**config.mk**
```make
export PLATFORM = sky130hd
export DESIGN_NAME = fsynth_prog_master
export DESIGN_NICKNAME = d
export VERILOG_FILES = /design/src/rtl/fsp_pkg.sv /design/src/rtl/fsp_range_check.sv /design/src/rtl/fsp_frame_builder.sv /design/src/rtl/fsp_wait_timer.sv /design/src/rtl/fsynth_prog_master.sv
export SDC_FILE = /design/constraint.sdc
export NUM_CORES = 1
export LEC_CHECK = 0
export ABC_CLOCK_PERIOD_IN_PS = 2300
export BUFFER_PORTS_ARGS = -buffer_cell sky130_fd_sc_hd__buf_2
export CAP_MARGIN = 20
export CORE_ASPECT_RATIO = 2
export CORE_MARGIN = 2
export CORE_UTILIZATION = 45
export DETAILED_ROUTE_END_ITERATION = 10
export PLACE_DENSITY = 0.67
export SLEW_MARGIN = 10
export SYNTH_ARGS = -nofsm -noshare
export SYNTH_HDL_FRONTEND = slang
export SYNTH_SLANG_ARGS = --single-unit
```
**constraint.sdc**
```tcl
create_clock -name clk -period 2.3 [get_ports clk]
set_input_delay 0.345 -clock clk [delete_from_list [all_inputs] [get_ports clk]]
set_output_delay 0.345 -clock clk [all_outputs]
set_load 0.005 [all_outputs]
```
**src/rtl/fsp_pkg.sv**
```systemverilog
package fsp_pkg;

    typedef enum logic [2:0] {
        ST_IDLE,
        ST_LOAD,
        ST_SEND,
        ST_GAP,
        ST_WAIT
    } fsp_state_e;

    typedef enum logic [1:0] {
        CMD_LD_D,
        CMD_LD_M,
        CMD_GO
    } fsp_cmd_e;

    localparam int OPC_W = 2;
    localparam logic [OPC_W-1:0] OPC_LD_D = 2'b01;
    localparam logic [OPC_W-1:0] OPC_LD_M = 2'b11;
    localparam logic [OPC_W-1:0] OPC_GO   = 2'b00;

endpackage

```
**src/rtl/fsp_range_check.sv**
```systemverilog
module fsp_range_check #(
    parameter int VAL_W = 8
) (
    input  logic [VAL_W:0] m_val,
    input  logic [VAL_W:0] d_val,
    output logic           legal
);
    localparam logic [VAL_W:0] MAX_V = (VAL_W+1)'(1) << VAL_W;
    localparam logic [VAL_W:0] M_MIN = (VAL_W+1)'(2);
    localparam logic [VAL_W:0] D_MIN = (VAL_W+1)'(1);

    always_comb begin
        legal = (m_val >= M_MIN) && (m_val <= MAX_V) &&
                (d_val >= D_MIN) && (d_val <= MAX_V);
    end
endmodule

```
**src/rtl/fsp_frame_builder.sv**
```systemverilog
module fsp_frame_builder
    import fsp_pkg::*;
#(
    parameter int VAL_W = 8,
    localparam int FRM_W = OPC_W + VAL_W,
    localparam int LEN_W = $clog2(FRM_W + 1)
) (
    input  fsp_cmd_e         cmd,
    input  logic [VAL_W-1:0] d_m1,
    input  logic [VAL_W-1:0] m_m1,
    output logic [FRM_W-1:0] frame,
    output logic [LEN_W-1:0] len
);
    always_comb begin
        unique case (cmd)
            CMD_LD_D: begin
                frame = {d_m1, OPC_LD_D};
                len   = LEN_W'(FRM_W);
            end
            CMD_LD_M: begin
                frame = {m_m1, OPC_LD_M};
                len   = LEN_W'(FRM_W);
            end
            default: begin
                frame = {{VAL_W{1'b0}}, OPC_GO};
                len   = LEN_W'(OPC_W);
            end
        endcase
    end
endmodule

```
**src/rtl/fsp_wait_timer.sv**
```systemverilog
module fsp_wait_timer #(
    parameter int LIMIT = 1024,
    localparam int TW = $clog2(LIMIT + 1)
) (
    input  logic clk,
    input  logic rst_n,
    input  logic run,
    output logic expired
);
    logic [TW-1:0] cnt;

    always_ff @(posedge clk or negedge rst_n) begin
        if (!rst_n) begin
            cnt <= '0;
        end else if (!run) begin
            cnt <= '0;
        end else if (!expired) begin
            cnt <= cnt + 1'b1;
        end
    end

    assign expired = run && (cnt == TW'(LIMIT - 1));
endmodule

```
**src/rtl/fsynth_prog_master.sv**
```systemverilog
module fsynth_prog_master
    import fsp_pkg::*;
#(
    parameter int VAL_W       = 8,
    parameter int GAP_CYC     = 2,
    parameter int TIMEOUT_CYC = 1024
) (
    input  logic           clk,
    input  logic           rst_n,
    input  logic           req_valid,
    input  logic [VAL_W:0] req_m,
    input  logic [VAL_W:0] req_d,
    output logic           busy,
    output logic           ready,
    output logic           err_range,
    output logic           err_timeout,
    output logic           prog_clk,
    output logic           prog_en,
    output logic           prog_data,
    input  logic           prog_done
);
    localparam int FRM_W = OPC_W + VAL_W;
    localparam int LEN_W = $clog2(FRM_W + 1);
    localparam int GW    = $clog2(GAP_CYC + 1);
    localparam int CNT_W = (LEN_W > GW) ? LEN_W : GW;

    fsp_state_e        state;
    fsp_cmd_e          cmd;
    logic [FRM_W-1:0]  shreg;
    logic [LEN_W-1:0]  len_q;
    logic [CNT_W-1:0]  bitcnt;
    logic              ph;
    logic [VAL_W-1:0]  d_m1, m_m1;
    logic              ready_q, err_range_q, err_to_q;

    logic              legal;
    logic [FRM_W-1:0]  frame;
    logic [LEN_W-1:0]  frame_len;
    logic              expired;
    logic [VAL_W:0]    d_dec, m_dec;

    assign d_dec = req_d - 1'b1;
    assign m_dec = req_m - 1'b1;

    fsp_range_check #(.VAL_W(VAL_W)) u_range (
        .m_val (req_m),
        .d_val (req_d),
        .legal (legal)
    );

    fsp_frame_builder #(.VAL_W(VAL_W)) u_frame (
        .cmd   (cmd),
        .d_m1  (d_m1),
        .m_m1  (m_m1),
        .frame (frame),
        .len   (frame_len)
    );

    fsp_wait_timer #(.LIMIT(TIMEOUT_CYC)) u_timer (
        .clk     (clk),
        .rst_n   (rst_n),
        .run     (state == ST_WAIT),
        .expired (expired)
    );

    // State register and datapath registers
    always_ff @(posedge clk or negedge rst_n) begin
        if (!rst_n) begin
            state       <= ST_IDLE;
            cmd         <= CMD_LD_D;
            shreg       <= '0;
            len_q       <= '0;
            bitcnt      <= '0;
            ph          <= 1'b0;
            d_m1        <= '0;
            m_m1        <= '0;
            ready_q     <= 1'b0;
            err_range_q <= 1'b0;
            err_to_q    <= 1'b0;
        end else begin
            ready_q     <= 1'b0;
            err_range_q <= 1'b0;
            err_to_q    <= 1'b0;
            unique case (state)
                ST_IDLE: begin
                    if (req_valid) begin
                        if (legal) begin
                            d_m1  <= d_dec[VAL_W-1:0];
                            m_m1  <= m_dec[VAL_W-1:0];
                            cmd   <= CMD_LD_D;
                            state <= ST_LOAD;
                        end else begin
                            err_range_q <= 1'b1;
                        end
                    end
                end
                ST_LOAD: begin
                    shreg  <= frame;
                    len_q  <= frame_len;
                    bitcnt <= '0;
                    ph     <= 1'b0;
                    state  <= ST_SEND;
                end
                ST_SEND: begin
                    ph <= ~ph;
                    if (ph) begin
                        if (bitcnt == CNT_W'(len_q - 1'b1)) begin
                            bitcnt <= '0;
                            state  <= (cmd == CMD_GO) ? ST_WAIT : ST_GAP;
                        end else begin
                            shreg  <= shreg >> 1;
                            bitcnt <= bitcnt + 1'b1;
                        end
                    end
                end
                ST_GAP: begin
                    ph <= ~ph;
                    if (ph) begin
                        if (bitcnt == CNT_W'(GAP_CYC - 1)) begin
                            cmd   <= (cmd == CMD_LD_D) ? CMD_LD_M : CMD_GO;
                            state <= ST_LOAD;
                        end else begin
                            bitcnt <= bitcnt + 1'b1;
                        end
                    end
                end
                ST_WAIT: begin
                    if (prog_done) begin
                        ready_q <= 1'b1;
                        state   <= ST_IDLE;
                    end else if (expired) begin
                        err_to_q <= 1'b1;
                        state    <= ST_IDLE;
                    end
                end
                default: state <= ST_IDLE;
            endcase
        end
    end

    // Outputs
    always_comb begin
        busy        = (state != ST_IDLE);
        prog_en     = (state == ST_SEND);
        prog_clk    = ((state == ST_SEND) || (state == ST_GAP)) && ph;
        prog_data   = (state == ST_SEND) && shreg[0];
        ready       = ready_q;
        err_range   = err_range_q;
        err_timeout = err_to_q;
    end
endmodule

```
# Word level (Yosys, flattened, before mapping)
# Cells that the tools add are included.
[totals]
ff_bits = 54
latchBits = 0
ram_bits = 0
romBits = 0
in_bits = 22
elab_cells = 99
mem_count = 0
[classes]
addsub = 5
n_mul = 0
n_div = 0
order_cmp = 4
eq_ne = 19
n_shift = 0
muxes = 37
n_bitwise = 1
reduce_logical = 21
[ops]
columns = ["op", "count"]
rows = [
  ["$pmux W10 S2", 2],
  ["$mux W3", 9],
  ["$mux W11", 2],
  ["$mux W10", 2],
  ["$mux W4", 5],
  ["$le A9 B9 Y1 const B", 2],
  ["$sub A8 B1 Y8 const B", 2],
  ["$pmux W3 S5", 1],
  ["$ne A2 B2 Y1 const B", 7],
  ["$pmux W4 S3", 1],
  ["$add A11 B1 Y11 const B", 1],
  ["$eq A11 B10 Y1 const B", 1],
  ["$mux W2", 5],
  ["$ge A9 B1 Y1 const B", 1],
  ["$ge A9 B2 Y1 const B", 1],
  ["$mux W1", 8],
  ["$reduce_and A7 Y1", 1],
  ["$eq A3 B2 Y1 const B", 2],
  ["$logic_and A1 B1 Y1", 6],
  ["$reduce_and A3 Y1", 2],
  ["$reduce_bool A2 Y1", 3],
  ["$reduce_bool A3 Y1", 2],
  ["$reduce_and A5 Y1", 1],
  ["$add A4 B1 Y4 const B", 1],
  ["other kinds (17)", 19],
]

# Logic depth before layout (Yosys ltp)
[depth]
ltp_word = 7
mapped_depth = 9
depth_no_buf = 7

# Modules after synthesis
# A second synthesis with hierarchy kept.
[unflattened]
cells_unflattened = 324
hier_area_um2 = 3115.5
[by_module_without_submodules]
columns = ["mod", "n_inst", "cells_per_inst", "area_each_um2", "seq_area_each_um2"]
rows = [
  ["fsynth_prog_master", 1, 230, 2247.2, 1076.0],
  ["fsp_wait_timer", 1, 59, 608.1, 275.3],
  ["fsp_frame_builder", 1, 26, 173.9, 0.0],
  ["fsp_range_check", 1, 9, 86.3, 0.0],
]

# Worst setup path before layout
# No wires, ideal clock.
[synth_timing]
kind = "input port to flip-flop"
startpoint = "input req_d[1]"
endpoint = "register d_m1[7]"
arrival_ns = 1.936
t_required_ns = 2.175
slack_ns = 0.239
stages = 9
n_path_buf = 2
cell_sequence = "inv_1 -> ha_1 -> nor2_1 -> and4_1 -> a2111oi_4 -> and3_1 -> buf_6 -> buf_12 -> mux2_2"
[synth_between]
elab_chain_cells = 4
[synth_lines]
columns = ["element", "line_no", "source"]
rows = [
  ["start, declared", "fsynth_prog_master.sv:12", "input logic [VAL_W:0] req_d,"],
  ["$ge A9 B1 Y1", "fsp_range_check.sv:14", "(d_val >= D_MIN) && (d_val <= MAX_V);"],
  ["$logic_and A1 B1 Y1", "fsp_range_check.sv:13", "legal = (m_val >= M_MIN) && (m_val <= MAX_V) &&"],
  ["$logic_and A1 B1 Y1", "fsp_range_check.sv:14", ""],
  ["$reduce_and A3 Y1 (no line)", "-", ""],
  ["end signal, assigned", "fsynth_prog_master.sv:88", "d_m1 <= d_dec[VAL_W-1:0];"],
  ["end, declared", "fsynth_prog_master.sv:33", "logic [VAL_W-1:0] d_m1, m_m1;"],
]
# Parallel ways exist; a longest one is shown, timed or not.
# A chain may end at the register's enable or synchronous reset.

# Final worst setup path
[layout_timing]
startpoint = "register bitcnt[3]"
endpoint = "register shreg[3]"
[layout_between]
elab_chain_cells = 3
[layout_lines]
columns = ["element", "line_no", "source"]
rows = [
  ["start, declared", "fsynth_prog_master.sv:31", "logic [CNT_W-1:0] bitcnt;"],
  ["start signal, assigned", "fsynth_prog_master.sv:112", "bitcnt <= bitcnt + 1'b1;"],
  ["start signal, assigned", "fsynth_prog_master.sv:123", "bitcnt <= bitcnt + 1'b1;"],
  ["$eq A4 B4 Y1", "fsynth_prog_master.sv:107", "if (bitcnt == CNT_W'(len_q - 1'b1)) begin"],
  ["$ne A2 B2 Y1 (no line)", "-", ""],
  ["$reduce_and A3 Y1 (no line)", "-", ""],
  ["end signal, assigned", "fsynth_prog_master.sv:98", "shreg <= frame;"],
  ["end signal, assigned", "fsynth_prog_master.sv:111", "shreg <= shreg >> 1;"],
  ["end, declared", "fsynth_prog_master.sv:29", "logic [FRM_W-1:0] shreg;"],
]
# No other way between the ends.

==> results by group <==
Die
  – Vert. Die Dim: 118 µm
  – Die footprint: 7180 µm²
  – IO Pins: 29
  – CORE AREA: 6310 µm²
  – Die X: 60.9 µm
  – Initial Util: 46.2%
  – Cell Rows: 41

Pwr
  – Power per cell area: 1070 nW/µm²
  – Max VDD drop: 0.474 mV
  – P_leak: 1.50 nW

Timing
  – Final slew viol count: 0
  – Period utilization: 91.8%
  – # setup viols final: 0
  – Worst slew margin: 57.9%
  – Final WS setup: 189 ps
  – Slew at the pin closest to its max-slew limit: 631 ps
  – F_max: 474 MHz
  – Tmin final: 2110 ps
  – Fin. Hold Viols: 0
  – Clock skew: 4.96 ps
  – RSZ-0062 raised after global routing: no
  – Final TNS setup: 0 ps

Run status
  – Status: finished, final reports clean

Hold path
  – Min-Delay Path Class: primary input to async pin

Synth
  – Yosys reg bits: 52
  – Sequential share of the synthesized area: 44.6%
  – Synthesis warning total: 0
  – EDFF count, synth: 0
  – Dominant cell type by area after synthesis: dfrtp_1
  – Syn Std Cell Area: 2920 µm²
  – Area contributors post-synth: dfrtp_1 45%, mux2_2 9.3%, mux2i_1 4.1%
  – Syn nets: 312
  – Synth Instances: 282
  – Distinct cells, synth: 50
  – Post-synth top area share: 44.6%
  – Average size of a mapped cell: 10.3 µm²
  – FFs w/ async S/R, synth: 100%
  – Primary FF master, synth: dfrtp_1

Finish
  – Layout Cells excl Fill: 402
  – Area Overhead vs Synth: 14.8%
  – Fin nets: 345
  – Layout Utilization: 53.1%
  – # diodes: 0
  – Share of layout cells above drive strength 1: 24.7%

Global route
  – Vias in the first global route: 2211
  – First-pass GRT wire length: 9950 µm
  – GRT Util Overall: 18.1%
  – Initial antenna violation count: 0
  – Overflow after GRT: 0
  – Largest net degree at the start of global routing: 29

Clock network
  – Clock Root Buffer: clkbuf_16
  – Clock buffer depth: 2
  – H-tree level count: 2
  – Skew-Pair Late Insertion Delay: 290 ps
  – CTS Buf Count: 5
  – CTS-repair resized insts: 0
  – Clk pin slew, worst setup/hold paths: 60 ps
  – CTS tree: done
  – Post-CTS Setup Inserts: 0
  – CTS sink count: 52
  – CTS Hold Bufs: 0

Detailed routing
  – Via density: 5.46
  – Remaining DRCs: 0
  – Initial DRC Count: 79
  – Drt pass-1 iters: 4
  – Post-DRT Antenna Nets: 0
  – Via count: 2196
  – DR WL/cell: 14.7 µm
  – Routed WL: 5910 µm

Placed design
  – DP Worst Slack: 83.3 ps
  – Placed instance count: 394
  – IO buf count: 28
  – GPL Wtd Cong: 0.837
  – DP HPWL: 4680 µm

Worst setup path
  – CP Data Arrival Time: 2290 ps
  – Critical Path Source Type: flop
  – Crit-path max FO: 10
  – Setup crit end kind: flop
  – R2R cell count: 5
  – Critical path type: flop to flop
  – CP required: 2480 ps

Job
  – Max_cap viols: 0
==> cell families after synthesis <==
family	count (synthesis)	share of synthesized area, %
muxes	37	13.8
adders and majority gates	8	3.43
buffers and inverters	27	4.33
xor gates and xnor gates	18	5.41
and+or+nand+nor	92	16.5
DFF	52	44.6
AOI/OAI and AO/OA	48	12.0
==> worst max-delay path, cell delays in order, from the launching register on <==
cell and delay (ps):
dfrtp_1 430, xor2_1 190, mux2i_1 190, or4_4 460, a21oi_4 360, mux2_2 380
==> area by class of cell <==
class / count / area (µm²)
inverters: 14 / 52.6
repair buffers: 39 / 248
multi-input cells: 203 / 1490
flip-flops and latches: 52 / 1300
clock buffers: 7 / 143
well taps: 86 / 108
clock inverters: 1 / 7.51
fillers: 609 / 2960
==> cell usage in the layout, fill, tap and decap left out, types with 3 or more instances in the layout <==
| cell | n |
|---|---|
| buf_2 | 28 |
| o21bai_1 | 3 |
| xor2_1 | 7 |
| mux2_2 | 24 |
| mux2i_1 | 12 |
| nand3_1 | 8 |
| o31ai_1 | 8 |
| clkbuf_16 | 5 |
| dfrtp_1 | 52 |
| and3_1 | 4 |
| nand2b_1 | 5 |
| nand3b_1 | 3 |
| nand2_1 | 23 |
| a21oi_1 | 5 |
| inv_1 | 14 |
| o21ai_0 | 12 |
| or3_1 | 3 |
| nor2_1 | 20 |
| nor3_1 | 11 |
| buf_4 | 9 |
| a31oi_1 | 5 |
| ha_1 | 8 |
| xnor2_1 | 11 |
==> Yosys cell counts (3+ instances only) <==
cell type   n
and3_1      4
mux2i_1    12
ha_1        8
or3_1       3
xor2_1      7
a31oi_1     5
dfrtp_1    52
nand2_1    23
a21oi_1     5
o31ai_1     8
xnor2_1    11
clkbuf_1    8
inv_1      14
o21ai_0    12
nor3_1     11
nand3b_1    3
mux2_2     24
nor2_1     20
o21bai_1    3
nand3_1     8
nand2b_1    5
==> flip-flops by register name, summed over array words and instances, names as in the netlist, 2 cells and up <==
register	cells
u_timer.cnt	11
len_q	2
shreg	10
d_m1	8
m_m1	8
bitcnt	4
cmd	2
state	3
==> per-stage QoR <==
| step | instance area [µm²] | total power [mW] | hold slack, ps |
|---|---|---|---|
| after global placement | 3200 | 2.83 | 383 |
| after CTS | 3350 | 3.64 | 65.1 |
| after detailed placement | 3200 | 2.87 | 375 |
| final | 3350 | 3.59 | 50.8 |
| after global routing | 3350 | 3.85 | 92.9 |
| after floorplan | 2920 | 2.47 | 49.4 |
==> final timing paths <==
kind / from / to / slack [ps]
min in group clk: prog_done / err_timeout / 240
max in group asynchronous: rst_n / d_m1[7] / 1710
min reg2reg: m_m1[5] / m_m1[5] / 490
max: bitcnt[3] / shreg[3] / 190
max reg2reg: bitcnt[3] / shreg[3] / 190
min: rst_n / bitcnt[1] / 50
==> per-layer routing <==
metal	GRT usage (%)	vias to the layer above	wire, µm
met5	0	-	0
met4	6.66	0	133
met3	3.41	10	170
met2	33.8	44	3450
met1	18.6	1081	2160
li1	-	1061	-
==> where the power goes <==
| group | switching (mW) | internal [mW] |
|---|---|---|
| registers | 0.260 | 1.22 |
| logic | 0.673 | 0.685 |
| clock network | 0.317 | 0.434 |
| total | 1.25 | 2.33 |
Note: power is estimated with default switching activity, not from simulation.
